===== config.mk =====
export PLATFORM = sky130hd
export DESIGN_NAME = mc_intc
export DESIGN_NICKNAME = d
export VERILOG_FILES = /design/src/rtl/mc_intc_pkg.sv /design/src/rtl/mc_intc_ctrl.sv /design/src/rtl/mc_intc_dp.sv /design/src/rtl/mc_intc.sv
export SDC_FILE = /design/constraint.sdc
export NUM_CORES = 1
export LEC_CHECK = 0
export CORE_MARGIN = 5
export CORE_UTILIZATION = 48
export DETAILED_ROUTE_END_ITERATION = 8
export PLACE_DENSITY = 0.67
export SLEW_MARGIN = 20
export SYNTH_ARGS = -nofsm -noshare
export SYNTH_HDL_FRONTEND = slang
export SYNTH_SLANG_ARGS = --single-unit

===== constraint.sdc =====
create_clock -name clk -period 8.3 [get_ports clk]
set_input_delay 1.66 -clock clk [delete_from_list [all_inputs] [get_ports clk]]
set_output_delay 1.66 -clock clk [all_outputs]
set_load 0.02 [all_outputs]

===== src/rtl/mc_intc_pkg.sv =====
package mc_intc_pkg;
  localparam int ADDR_W = 12;
  localparam int DATA_W = 32;
  localparam int ID_W   = 10;
  localparam logic [ID_W-1:0] ID_NONE = 10'd1023;

  localparam logic [ADDR_W-1:0] OFF_CTRL     = 12'h000;
  localparam logic [ADDR_W-1:0] OFF_SETEN    = 12'h030;
  localparam logic [ADDR_W-1:0] OFF_CLREN    = 12'h034;
  localparam logic [ADDR_W-1:0] OFF_ACK      = 12'h044;
  localparam logic [ADDR_W-1:0] OFF_SETMSK   = 12'h048;
  localparam logic [ADDR_W-1:0] OFF_CLRMSK   = 12'h04C;
  localparam logic [ADDR_W-1:0] OFF_SRC_BASE = 12'h100;

  typedef struct packed {
    logic              setEn;
    logic              clrEn;
    logic              setMask;
    logic              clrMask;
    logic              wrRoute;
    logic              rdCtrl;
    logic              rdAck;
    logic              rdRoute;
    logic [ID_W-1:0]   idx;
    logic [DATA_W-1:0] data;
  } strobe_t;
endpackage


===== src/rtl/mc_intc_ctrl.sv =====
module mc_intc_ctrl
  import mc_intc_pkg::*;
#(
  parameter int NUM_CPUS = 2,
  parameter int NUM_SRC  = 40,
  localparam int CPU_W = (NUM_CPUS > 1) ? $clog2(NUM_CPUS) : 1
) (
  input  logic              winSel,
  input  logic [CPU_W-1:0]  busCpu,
  input  logic [ADDR_W-1:0] busAddr,
  input  logic              busWrite,
  input  logic              busRead,
  input  logic [DATA_W-1:0] busWdata,
  output strobe_t           stb
);
  logic [ADDR_W-1:0] rel;
  logic              routeHit;
  logic              idOk;
  logic              cpuOk;

  always_comb begin
    rel      = busAddr - OFF_SRC_BASE;
    routeHit = (busAddr >= OFF_SRC_BASE) && (rel[1:0] == 2'b00) &&
               (32'(rel[ADDR_W-1:2]) < NUM_SRC);
    idOk     = 32'(busWdata[ID_W-1:0]) < NUM_SRC;
    cpuOk    = 32'(busCpu) < NUM_CPUS;

    stb      = '0;
    stb.data = busWdata;
    stb.idx  = busWdata[ID_W-1:0];
    if (!winSel) begin
      if (busWrite) begin
        stb.setEn = (busAddr == OFF_SETEN) && idOk;
        stb.clrEn = (busAddr == OFF_CLREN) && idOk;
        if (routeHit) begin
          stb.wrRoute = 1'b1;
          stb.idx     = rel[ADDR_W-1:2];
        end
      end
      if (busRead) begin
        stb.rdCtrl = (busAddr == OFF_CTRL);
        if (routeHit) begin
          stb.rdRoute = 1'b1;
          stb.idx     = rel[ADDR_W-1:2];
        end
      end
    end else if (cpuOk) begin
      if (busWrite) begin
        stb.setMask = (busAddr == OFF_SETMSK) && idOk;
        stb.clrMask = (busAddr == OFF_CLRMSK) && idOk;
      end
      if (busRead) stb.rdAck = (busAddr == OFF_ACK);
    end
  end
endmodule


===== src/rtl/mc_intc_dp.sv =====
module mc_intc_dp
  import mc_intc_pkg::*;
#(
  parameter int NUM_CPUS    = 2,
  parameter int NUM_SRC     = 40,
  parameter int LAST_PERCPU = 28,
  localparam int CPU_W = (NUM_CPUS > 1) ? $clog2(NUM_CPUS) : 1,
  localparam int IDX_W = (NUM_SRC > 1) ? $clog2(NUM_SRC) : 1
) (
  input  logic               clk,
  input  logic               rstN,
  input  strobe_t            stb,
  input  logic [CPU_W-1:0]   busCpu,
  input  logic [NUM_SRC-1:0] srcLines,
  output logic [DATA_W-1:0]  rdData,
  output logic [NUM_CPUS-1:0] irqOut,
  output logic [NUM_CPUS-1:0] fiqOut
);
  function automatic logic [NUM_SRC-1:0] mkPercpu();
    logic [NUM_SRC-1:0] v;
    for (int s = 0; s < NUM_SRC; s++) v[s] = (s <= LAST_PERCPU);
    return v;
  endfunction

  function automatic logic [ID_W-1:0] lowestId(input logic [NUM_SRC-1:0] v);
    logic [ID_W-1:0] r;
    r = ID_NONE;
    for (int s = NUM_SRC - 1; s >= 0; s--) if (v[s]) r = ID_W'(s);
    return r;
  endfunction

  localparam logic [NUM_SRC-1:0] PERCPU_VEC = mkPercpu();

  logic [NUM_SRC-1:0]  enable;
  logic [NUM_SRC-1:0]  maskBits [NUM_CPUS];
  logic [NUM_CPUS-1:0] irqRt    [NUM_SRC];
  logic [NUM_CPUS-1:0] fiqRt    [NUM_SRC];
  logic [NUM_SRC-1:0]  irqElig  [NUM_CPUS];
  logic [NUM_SRC-1:0]  fiqElig  [NUM_CPUS];
  logic [ID_W-1:0]     ackId    [NUM_CPUS];
  logic [NUM_CPUS-1:0] irqAny;
  logic [NUM_CPUS-1:0] fiqAny;
  logic [IDX_W-1:0]    idx;

  assign idx = stb.idx[IDX_W-1:0];

  always_ff @(posedge clk) begin
    if (!rstN) begin
      enable <= '0;
      for (int c = 0; c < NUM_CPUS; c++) maskBits[c] <= '1;
      for (int s = 0; s < NUM_SRC; s++) begin
        irqRt[s] <= '0;
        fiqRt[s] <= '0;
      end
      irqOut <= '0;
      fiqOut <= '0;
    end else begin
      if (stb.setEn)   enable[idx] <= 1'b1;
      if (stb.clrEn)   enable[idx] <= 1'b0;
      if (stb.setMask) maskBits[busCpu][idx] <= 1'b1;
      if (stb.clrMask) maskBits[busCpu][idx] <= 1'b0;
      if (stb.wrRoute) begin
        irqRt[idx] <= stb.data[NUM_CPUS-1:0];
        fiqRt[idx] <= stb.data[8 +: NUM_CPUS];
      end
      irqOut <= irqAny;
      fiqOut <= fiqAny;
    end
  end

  for (genvar c = 0; c < NUM_CPUS; c++) begin : g_cpu
    always_comb begin
      for (int s = 0; s < NUM_SRC; s++) begin
        irqElig[c][s] = srcLines[s] & enable[s] & ~maskBits[c][s] &
                        (PERCPU_VEC[s] | irqRt[s][c]);
        fiqElig[c][s] = srcLines[s] & enable[s] & ~maskBits[c][s] &
                        ~PERCPU_VEC[s] & fiqRt[s][c];
      end
      irqAny[c] = |irqElig[c];
      fiqAny[c] = |fiqElig[c];
      ackId[c]  = lowestId(irqElig[c] | fiqElig[c]);
    end

    // a raised IRQ needs a line that was live, enabled and unmasked
    a_r6_irq_cause: assert property (@(posedge clk) disable iff (!rstN)
      irqOut[c] |-> $past(|(srcLines & enable & ~maskBits[c])));
    // FIQ only from shared sources
    a_r7_fiq_shared: assert property (@(posedge clk) disable iff (!rstN)
      fiqOut[c] |-> $past(|(srcLines & enable & ~PERCPU_VEC)));
    // a reported ID is an enabled source with its line high
    a_r8_ack_live: assert property (@(posedge clk) disable iff (!rstN)
      (ackId[c] != ID_NONE) |-> (srcLines[ackId[c][IDX_W-1:0]] &&
                                 enable[ackId[c][IDX_W-1:0]]));
  end

  always_comb begin
    rdData = '0;
    if (stb.rdCtrl) rdData[ID_W+1:2] = ID_W'(NUM_SRC);
    if (stb.rdAck)  rdData[ID_W-1:0] = ackId[busCpu];
    if (stb.rdRoute) begin
      rdData[NUM_CPUS-1:0]  = irqRt[idx];
      rdData[8 +: NUM_CPUS] = fiqRt[idx];
    end
  end

  // set and clear of the global enable by number
  a_r3_set_enable: assert property (@(posedge clk) disable iff (!rstN)
    stb.setEn |=> enable[$past(idx)]);
  a_r3_clr_enable: assert property (@(posedge clk) disable iff (!rstN)
    stb.clrEn |=> !enable[$past(idx)]);
  // set and clear of the accessing core's mask bit
  a_r4_set_mask: assert property (@(posedge clk) disable iff (!rstN)
    stb.setMask |=> maskBits[$past(busCpu)][$past(idx)]);
  a_r4_clr_mask: assert property (@(posedge clk) disable iff (!rstN)
    stb.clrMask |=> !maskBits[$past(busCpu)][$past(idx)]);
endmodule


===== src/rtl/mc_intc.sv =====
module mc_intc
  import mc_intc_pkg::*;
#(
  parameter int NUM_CPUS    = 2,
  parameter int NUM_SRC     = 40,
  parameter int LAST_PERCPU = 28,
  localparam int CPU_W = (NUM_CPUS > 1) ? $clog2(NUM_CPUS) : 1
) (
  input  logic                clk,
  input  logic                rstN,
  input  logic [NUM_SRC-1:0]  srcLines,
  input  logic                winSel,
  input  logic [CPU_W-1:0]    busCpu,
  input  logic [ADDR_W-1:0]   busAddr,
  input  logic                busWrite,
  input  logic                busRead,
  input  logic [DATA_W-1:0]   busWdata,
  output logic [DATA_W-1:0]   busRdata,
  output logic [NUM_CPUS-1:0] irqOut,
  output logic [NUM_CPUS-1:0] fiqOut
);
  strobe_t stb;

  mc_intc_ctrl #(.NUM_CPUS(NUM_CPUS), .NUM_SRC(NUM_SRC)) u_ctrl (
    .winSel(winSel), .busCpu(busCpu), .busAddr(busAddr),
    .busWrite(busWrite), .busRead(busRead), .busWdata(busWdata), .stb(stb)
  );

  mc_intc_dp #(.NUM_CPUS(NUM_CPUS), .NUM_SRC(NUM_SRC),
               .LAST_PERCPU(LAST_PERCPU)) u_dp (
    .clk(clk), .rstN(rstN), .stb(stb), .busCpu(busCpu),
    .srcLines(srcLines), .rdData(busRdata), .irqOut(irqOut), .fiqOut(fiqOut)
  );
endmodule


-- Word-level counts from Yosys, hierarchy flattened
Memories as Yosys holds them, arrays and structs flattened.
Cells that the tools add are included.
- bits in registers: 44
- latch bits: 0
- memory bits (writable): 240
- memory bits (read-only): 0
- input port bits: 90
- logic and storage cells: 490
- memories kept: 3
- memories (memory ; words ; width ; read ports ; clocked after Yosys merged registers in ; wr ports ; line ; RTL):
    u_dp.fiqRt ; 40 ; 2 ; 12 ; 0 ; 40 ; mc_intc_dp.sv:37 ; logic [NUM_CPUS-1:0] fiqRt [NUM_SRC];
    u_dp.irqRt ; 40 ; 2 ; 12 ; 0 ; 40 ; mc_intc_dp.sv:36 ; logic [NUM_CPUS-1:0] irqRt [NUM_SRC];
    u_dp.maskBits ; 2 ; 40 ; 2 ; 0 ; 2 ; mc_intc_dp.sv:35 ; logic [NUM_SRC-1:0] maskBits [NUM_CPUS];
- add/subtract/negate cells: 1
- multipliers: 0
- div/mod/pow operators: 0
- magnitude comparators: 6
- equality and inequality tests: 5
- shift-type cells: 0
- muxes and demuxes: 166
- bitwise operators: 290
- reductions and logical operators: 16
- operators by type and width (operator ; count):
    10-bit two-way mux ; 86
    40-bit two-way mux ; 7
    1-bit AND ; 164
    40-bit bitwise OR ; 3
    40-bit OR reduction ; 3
    1-bit NOT ; 80
    1-bit two-way mux ; 57
    40-bit AND ; 1
    40-bit NOT ; 1
    1-bit bitwise OR ; 40
    12-bit by 7-bit equality test with 1-bit output (second input constant) ; 3
    11-bit two-way mux ; 3
    12-bit by 6-bit equality test with 1-bit output (second input constant) ; 2
    11-bit OR reduction ; 2
    10-bit by 6-bit < comparator with 1-bit output (second input constant) ; 2
    2-bit two-way mux ; 9
    6-bit two-way mux ; 3
    12-bit by 9-bit greater-or-equal comparator with 1-bit output (second input constant) ; 1
    12-bit zero test ; 1
    12-bit by 9-bit subtractor with 12-bit output (second input constant) ; 1
    1-bit logical AND ; 7
    6-bit by 7-bit < comparator with 1-bit output (second input constant) ; 1
    1-bit demux with 6-bit select ; 1
    6-bit by 1-bit greater-or-equal comparator with 1-bit output (second input constant) ; 1
    4 further kinds ; 5

-- Logic depth before layout (Yosys ltp)
Gate-level depths: netlist of run 1.
An unclocked memory read counts as a cell.
- depth in word-level cells: 50
- gate-level depth with buffers: 13

-- Cells and area by module
Synthesis of run 1 repeated with hierarchy kept, for this count alone.
- cells, all modules: 1780
- area total of the unflattened synthesis: 19068.3 um^2
- by module, submodules not included (module ; times used ; cells an instance ; area an instance (um^2) ; sequential area each (um^2)):
    mc_intc_dp ; 1 ; 1700 ; 18459.0 ; 10970.5
    mc_intc_ctrl ; 1 ; 80 ; 609.3 ; 0.0

-- Worst setup path after synthesis of run 1
Ideal clock, no wire load.
- path type: input-to-output
- start point: input port winSel
- end point: output port busRdata[8]
- arrival: 4852 ps
- slack: 1788 ps
- stages: 13
- path through: or4b_1 > buf_2 > or4_4 > buf_6 > mux2i_2 > and2_1 > buf_2 > buf_2 > a22oi_1 > a41oi_1 > nor4_1 > and3_1 > o21ai_0
- cells in the longest elaborated chain, start to end: 3
- elaborated cells between the ends (all ways): 5
- ends and longest elaborated chain (what ; line ; RTL):
    start, declared ; mc_intc.sv:12 ; input logic winSel,
    11-bit two-way mux or 1-bit two-way mux (tied branches) ; mc_intc_ctrl.sv:31 ; if (!winSel) begin
    memory 40 x 2 bit or 10-bit two-way mux (tied branches) ; -- ;
    2-bit two-way mux * ; mc_intc_dp.sv:100 ; if (stb.rdRoute) begin
    end, declared ; mc_intc.sv:18 ; output logic [DATA_W-1:0] busRdata,
Every way passes the cells marked *; elsewhere a longest branch is shown, timed or not.

-- Worst setup path after layout of run 1
Ends and elaborated chain as after synthesis.

==> results of run 1 <==
routing by layer:
layer  share of wire  routed length, um  track usage
met3           0.096               5559      0.05111
met1            0.37              21650       0.3514
met5         0.00028                 16            0
met2            0.47              27380       0.4521
met4           0.058               3390       0.1421
registers in the layout, indices dropped and copies added (netlist names):
register	count
u_dp.irqRt	128
u_dp.irqOut	2
u_dp.maskBits	80
u_dp.fiqRt	128
u_dp.enable	40
u_dp.fiqOut	2
worst reg2reg max path: stages (launching register included):
cell	delay (ns)
dfxtp_1	0.32
and3b_1	0.21
a22o_1	0.27
a221o_1	0.31
nor3_1	0.49
nand4_1	0.21
nor2_1	0.14
nor2_1	0.05
where the power goes:
group | switching [mW] | total, mW | leakage [nW] | internal, mW
sequential | 0.0423 | 2.22 | 3.62 | 2.18
combinational | 0.186 | 0.278 | 2.62 | 0.0921
clock | 0.750 | 1.82 | 0.641 | 1.07
total | 0.977 | 4.32 | 6.88 | 3.34
stage by stage:
step | utilization | hold WS (ns) | worst slack (ns) | power, mW
2_1_floorplan | - | 0.4969 | 1.788 | 2.395
3_3_place_gp | 0.5338 | 0.5085 | 0.3202 | 2.523
3_5_place_dp | 0.5338 | 0.5096 | 0.3626 | 2.530
4_1_cts | 0.5698 | 0.5271 | 0.3202 | 4.332
5_1_grt | 0.5699 | 0.5389 | 0.07713 | 4.446
6_report | 0.5699 | 0.5209 | 0.2758 | 4.320
cells in the final DEF, fill, tap and decap left out, types with 7 or more instances in the layout:
master,n
a21oi_1,21
a221oi_1,19
a222oi_1,11
a22o_1,22
a22oi_1,77
a31oi_1,20
a32o_1,7
and2_1,11
and3b_1,19
buf_12,7
buf_4,42
clkbuf_1,15
clkbuf_16,42
clkdlybuf4s50_1,80
conb_1,118
dfxtp_1,44
edfxtp_1,336
inv_1,8
mux2_2,7
nand2_1,194
nand2b_1,7
nand3b_1,10
nand4_1,7
nor2_1,293
nor3_1,25
nor4_1,11
o211ai_1,9
o21a_1,10
o21ai_0,159
o221a_2,41
o22ai_1,16
or2_2,9
how the worst min path moves through the flow:
stage | start | to | slack [ns] | cells past startpoint
final | u_dp.enable[11] | u_dp.enable[11] | 0.52 | 1
after global routing | u_dp.enable[1] | u_dp.enable[1] | 0.54 | 1
after CTS | u_dp.enable[11] | u_dp.enable[11] | 0.53 | 1
after detailed placement | u_dp.enable[24] | u_dp.enable[24] | 0.51 | 1
after global placement | u_dp.enable[14] | u_dp.enable[14] | 0.51 | 1
after floorplan | u_dp.enable[0] | u_dp.enable[0] | 0.50 | 1
cell families (layout without fill, tap and decap cells):
group	Yosys count	in the layout	share of synthesized area
simple gates	621	621	0.1537
compound gates	471	471	0.1888
flops	380	380	0.6155
buf+inv	135	211	0.03531
mux	10	10	0.006598
other cells	1	119	0.0002104
area by class of cell:
cell class / instances / area share
flip-flops and latches: 380 / 0.5258
repair buffers: 129 / 0.06021
inverters: 8 / 0.001439
clock inverters: 16 / 0.009535
multi-input cells: 1220 / 0.3211
diodes: 1 / 0.0001199
well taps: 468 / 0.02806
clock buffers: 58 / 0.05373
==> summary.md, run 1 <==
| Metric | Value |
|---|---|
| Top delay family on crit path | `simple AND/OR/NAND/NOR gates` |
| Slew of the pin with the lowest slew margin | `approximately 0.94 ns` |
| Cell area after layout | `between 20000 and 25000 sq um` |
| Crit path top cell by count | `clkdlybuf4s50_1` |
| CTS Root Cell | `clkbuf_16` |
| Critical path peak fanout | `20` |
| First-pass GRT wire length | `about 86000 um` |
| Sequential Area | `~11000 sq um` |
| DRT Pass-1 Iters | `8` |
| Layout area overhead | `17.06%` |
| Synth Area per Inst | `between 10 and 15 sq um` |
| Gate Count Post-Synth | `around 1.6k` |
| Setup tns final | `0 ns` |
| Sequential share of the synthesized area | `0.6155` |
| Hold crit path type | `reg2reg` |
| FF+latch count, synth | `between 300 and 400` |
| CORE AREA | `between 30000 and 40000 sq um` |
| Synth top cells by count | `edfxtp_1, nor2_1, nand2_1` |
| Area of the multi-input gates | `about 6700 sq um` |
| DPL Wire Length | `roughly 40000 um` |
| Worst R2R End | `u_dp.irqOut[0]` |
| All-layer global routing usage | `0.2756` |
| Vias/cell | `6.351` |
| Slew margin rel. | `0.3676` |
| Die Y | `~200 um` |
| Hold-fix buffers at CTS | `0` |
| Routability cong. | `between 0.9 and 1` |
| Final Non-Filler Cells | `2280` |
| Critical-path cell list | `clkdlybuf4s50_1, or4b_1, or4_4, mux2i_2, and2_1, buf_4, a22oi_1, a41oi_1, nor4_1, and3_1, o21ai_0, clkdlybuf4s50_1` |
| Row cnt | `70` |
| Synthesized area | `17820 sq um` |
| Io pins | `approximately 130` |
| Status | `completed` |
| Final WL | `~58000 um` |
| Top achievable clock speed | `0.1246 GHz` |
| Layout net count | `1870` |
| Initial drt markers | `1869` |
| Arrival time at the worst endpoint | `about 6.4 ns` |
| Clock buffer depth | `3` |
| ANT nets after route | `0` |
| Clock buffers created by TritonCTS | `just over 40` |
| FFs w/ async S/R, synth | `0` |
| Data required time of the worst path | `6.64 ns` |
| Port bufs | `81` |
| Reg2Reg Setup Slack | `around 6.2 ns` |
| Leak Pwr | `between 6 and 7 nW` |
| Max Clock Skew | `roughly 0.014 ns` |
| Worst-Skew Late Latency | `approximately 0.56 ns` |
| Chip Width | `approximately 200 um` |
| Post-synth EDFFs | `approximately 340` |
| R2r worst-path depth | `7` |
| Top-area cell type share of the netlist area | `0.5661` |
| Post-synthesis cell type count | `73` |
| Final Critical Period | `8.024 ns` |
| Initial Util | `0.4869` |
| Tcrit/Tclk final | `0.9668` |
| Sink Count | `380` |
| Main synth FF type | `edfxtp_1` |
| Max Cap Viol | `0` |
| Layout fillers | `just over 3k` |
| CP Launch Point | `winSel` |
| Largest area contributor in the netlist | `edfxtp_1` |
| Layout cells sized above 1 | `0.09829` |
| Cell count after placement | `2205` |
| Post-CTS resize count | `0` |
| Initial antenna violation count | `1` |
| Clock slew at reported path FFs | `~0.05 ns` |
| Largest cells by area after synthesis | `edfxtp_1, nor2_1, dfxtp_1` |
| CP peak stage delay | `around 0.69 ns` |
| Grt ovf | `0` |
| Avg WL per Cell | `25.44 um` |
| Maximum VDD drop | `roughly 0.00016 V` |
| Slew Limit Fails | `0` |
| H-tree levels | `2` |
| Placement Cell Area | `approximately 20000 sq um` |
| Post-CTS setup buffers | `0` |
| Final setup violation count | `0` |
| Final hold vios | `0` |
| Worst r2r src | `u_dp.enable[33]` |
| Buf+Inv Stages, Crit Path | `3` |
| Critical path's slowest cell | `clkdlybuf4s50_1` |
| Vias after detailed routing | `roughly 14k` |
| Top-count cell post-synth | `edfxtp_1` |
| Startpoint types | `primary input` |
| RSZ-0062 raised after global routing | `false` |
| CP Capture Type | `output pin` |
| Largest net degree at the start of global routing | `~90` |
| TritonCTS clock tree | `yes` |
| Worst path depth | `12` |
| WS Path Type | `in2out` |
| Yosys Warn Count | `0` |
| Remaining DRCs | `0` |
| Die area | `~41000 sq um` |
| PwrDens | `207.1 nW/um^2` |
| Number of global-route vias before repair | `14.08k` |
| Crit path to | `busRdata[8]` |
No activity file was read; power rests on OpenSTA's default activity.
==> inputs of run 2 (changes only) <==
--- a/config.mk
+++ b/config.mk
@@ -6,9 +6,10 @@
 export NUM_CORES = 1
 export LEC_CHECK = 0
 export CORE_MARGIN = 5
-export CORE_UTILIZATION = 48
+export CORE_UTILIZATION = 60
 export DETAILED_ROUTE_END_ITERATION = 8
-export PLACE_DENSITY = 0.67
+export GPL_ROUTABILITY_DRIVEN = 0
+export PLACE_DENSITY = 0.81
 export SLEW_MARGIN = 20
 export SYNTH_ARGS = -nofsm -noshare
 export SYNTH_HDL_FRONTEND = slang
==> constraint.sdc (replaced) <==
create_clock -name clk -period 8.3 [get_ports clk]
set_input_delay 2.49 -clock clk [delete_from_list [all_inputs] [get_ports clk]]
set_output_delay 2.49 -clock clk [all_outputs]
set_load 0.02 [all_outputs]
==> run 2 against run 1 <==
  * The run now ends with negative setup slack left
  * Die area is 19% lower
  * Critical path depth is 3 higher
  * Register-to-register slack worse by 0.07 ns
  * Sequential power hardly changed
  * Maximum frequency is 7.4% lower
  * Routed wire length is 6.6% higher
  * Core utilization is 18 points higher
  * Combinational power is 28% higher
  * Cell count is 2.3% higher
  * Critical endpoint is now busRdata[1]
  * Largest cell class unchanged
==> summary.md, run 2 (synthesized netlist as in run 1, its figures left out) <==
| Metric | Value |
|---|---|
| Status | `finished with violations` |
| Failing checks | `negative setup slack` |
| RSZ-0062 raised after global routing | `true` |
| Clock buffer depth | `3 (unchanged)` |
| Worst r2r src | `u_dp.enable[21]` |
| ANT nets after route | `0 (unchanged)` |
| DRT Pass-1 Iters | `7 (-1)` |
| Internal | `3.341 mW (about the same)` |
| WS Path Type | `in2out` |
| Hold Crit Start | `u_dp.enable[39]` |
| Row cnt | `63 (-10%)` |
| Number of global-route vias before repair | `14.89k (+5.8%)` |
| Maximum VDD drop | `0.0001711 V (+6.3%)` |
| H-tree levels | `2 (unchanged)` |
| Final WL | `61840 um (+6.6%)` |
| Layout area overhead | `24.75%` |
| Setup tns final | `-1.034 ns (-1.034 ns)` |
| TritonCTS clock tree | `yes` |
| Slew margin rel. | `0.2686 (-0.09900)` |
| CP Capture Type | `output pin` |
| CTS Root Cell | `clkbuf_16` |
| Startpoint types | `primary input` |
| Final hold vios | `0 (unchanged)` |
| Data required time of the worst path | `5.81 ns (-0.83 ns)` |
| Max Clock Skew | `0.02187 ns (+0.007721 ns)` |
| Net Sw Frac | `0.2356 (+0.009299)` |
| CP peak stage delay | `0.51 ns (-0.18 ns)` |
| Reg2Reg Setup Slack | `6.12 ns (-0.07 ns)` |
| Remaining DRCs | `0 (unchanged)` |
| Initial antenna violation count | `2 (+1)` |
| Initial drt markers | `3382 (+81%)` |
| Cell area after layout | `22240 sq um (+6.6%)` |
| Commonest non-fill, non-tap cell in the layout | `edfxtp_1` |
| Worst R2R End | `u_dp.irqOut[0]` |
| Combinational power share | `0.082 (+0.018)` |
| Layout cells sized above 1 | `0.1952 (+0.09687)` |
| Grt ovf | `0 (unchanged)` |
| Port bufs | `81 (unchanged)` |
| Final setup margin | `-0.3623 ns (-0.6381 ns)` |
| Reg power frac | `0.511 (-0.003)` |
| Most frequent cells in the layout | `edfxtp_1, nor2_1, nand2_1, buf_4, o21ai_0` |
| Clock share of power | `0.407 (-0.014)` |
| Largest net degree at the start of global routing | `121 (+36%)` |
| Slew of the pin with the lowest slew margin | `1.097 ns (+0.1608 ns)` |
| Arrival time at the worst endpoint | `6.17 ns (-0.19 ns)` |
| Slew Limit Fails | `0 (unchanged)` |
| Hold crit path type | `reg2reg` |
| Max Cap Viol | `0 (unchanged)` |
| Final Critical Period | `8.662 ns (+0.6381 ns)` |
| All-layer global routing usage | `0.3512 (+0.07560)` |
| Critical-path cell list | `clkdlybuf4s50_1, nor2_1, or4_4, buf_6, o21ai_4, buf_4, and2_4, buf_12, a222oi_1, o21ai_2, a2111oi_4, buf_4, a21o_4, o211ai_1, buf_4` |
| Clock slew at reported path FFs | `0.06 ns (about the same)` |
| Leak Pwr | `7.759 nW (+13%)` |
| Die area | `33260 sq um (-19%)` |
| Die Y | `182.4 um (-10%)` |
| CORE AREA | `29480 sq um (-19%)` |
| R2r worst-path depth | `8 (+1)` |
| Final setup violation count | `4 (+4)` |
| Critical path's slowest cell | `nor2_1` |
| Chip Width | `182.4 um (-10%)` |
| Vias after detailed routing | `16.05k (+11%)` |
| Avg WL per Cell | `26.52 um (+4.2%)` |
| Layout fillers | `1808 (-42%)` |
| DPL Wire Length | `41350 um (+3.3%)` |
| PwrDens | `196.6 nW/um^2 (-5.1%)` |
| Layout net count | `2002 (+7.1%)` |
| Worst Hold End | `u_dp.enable[39]` |
| Leading registers by flop count | `u_dp.fiqRt: 128 flops, u_dp.irqRt: 128 flops, u_dp.maskBits: 80 flops` |
| Crit path top cell by count | `buf_4` |
| First-pass GRT wire length | `88390 um (+2.7%)` |
| Hold-fix buffers at CTS | `0 (unchanged)` |
| Clock buffers created by TritonCTS | `40 (-2.4%)` |
| Sink Count | `380 (unchanged)` |
| Top achievable clock speed | `0.1154 GHz (-7.4%)` |
| Io pins | `126 (unchanged)` |
| Hold Crit Depth | `1 (unchanged)` |
| Tcrit/Tclk final | `1.044 (+0.07688)` |
| ANT cells | `0 (-1)` |
| Placement Cell Area | `20300 sq um (+3.9%)` |
| Vias/cell | `6.882 (+8.4%)` |
| Psw | `1.030 mW (+5.3%)` |
| Worst-Skew Late Latency | `0.55 ns (about the same)` |
| Critical path peak fanout | `10 (-50%)` |
| Initial Util | `0.6046 (+0.1177)` |
[run 2: changes by cell type in the layout (fill, tap and decap cells not counted), moves of 5 or more]
| cell | delta |
|---|---|
| a22oi_1 | -15 |
| a22oi_2 | +15 |
| and2_1 | -6 |
| and2_4 | +6 |
| buf_4 | +117 |
| buf_6 | +18 |
| clkbuf_1 | -7 |
| clkdlybuf4s50_1 | -16 |
| dlymetal6s2s_1 | +5 |
[run 2: worst max path at each step]
| stage | startpoint | endpoint | slack, ns | depth (start not counted) |
|---|---|---|---|---|
| final | busRead | busRdata[1] | -0.36 | 15 |
| after detailed placement | winSel | busRdata[9] | -1.16 | 14 |
| after floorplan | winSel | busRdata[8] | 0.13 | 13 |
| after global routing | busAddr[11] | busRdata[0] | -0.34 | 15 |
| after global placement | winSel | busRdata[9] | -1.13 | 14 |
| after CTS | busAddr[1] | busRdata[1] | -0.24 | 13 |
[run 2: worst max-delay path, delay by kind of cell]
family | cells | cell delay (ns)
AND/OR/NAND/NOR | 3 | 0.97
buffers and inverters | 6 | 1.24
AO/OA/AOI/OAI | 6 | 1.43
[run 2: timing repair]
item                                    in CTS  in global routing
pin swaps                                   27                 25
setup buffers                               16                  8
endpoints found under the setup margin       4                  7
gates resized for setup                    114                 37
[run 2: area by class of cell]
type,count,area (sq um),share of cell area
clock inverter,20,186.4,0.008384
sequential,380,10970,0.4934
timing repair buffer,262,2346,0.1055
clock buffer,52,1089,0.04895
tap,390,488.0,0.02194
multi-input combinational,1220,7127,0.3205
inverter,8,30.03,0.001350
[run 2: per-stage QoR]
step                      setup WS [ns]  std cells  hold WS, ns  utilization  total power [mW]
after global routing            -0.3412       2332       0.5377       0.7543             4.460
after global placement           -1.127       2239       0.5090       0.6887             2.551
after detailed placement         -1.160       2239       0.5102       0.6887             2.563
after CTS                       -0.2416       2325       0.5301       0.7456             4.312
after floorplan                  0.1284       1735       0.4969            -             2.395
final                           -0.3623       2332       0.5309       0.7543             4.371
[run 2: layer usage]
metal / part of all wire / vias up / track usage
li1: - / 6606 / -
met1: 0.34 / 7458 / 0.4753
met2: 0.43 / 1622 / 0.5233
met3: 0.17 / 359 / 0.1188
met4: 0.062 / 4 / 0.1504
met5: 0.00045 / - / 0
[run 2: power by group through the flow]
stage / registers [mW] / logic (mW) / clock network [mW]
after floorplan: 2.24 / 0.153 / 0
after detailed placement: 2.27 / 0.298 / 0
after global placement: 2.26 / 0.291 / 0
after CTS: 2.23 / 0.321 / 1.76
after global routing: 2.24 / 0.368 / 1.85
final: 2.23 / 0.356 / 1.78
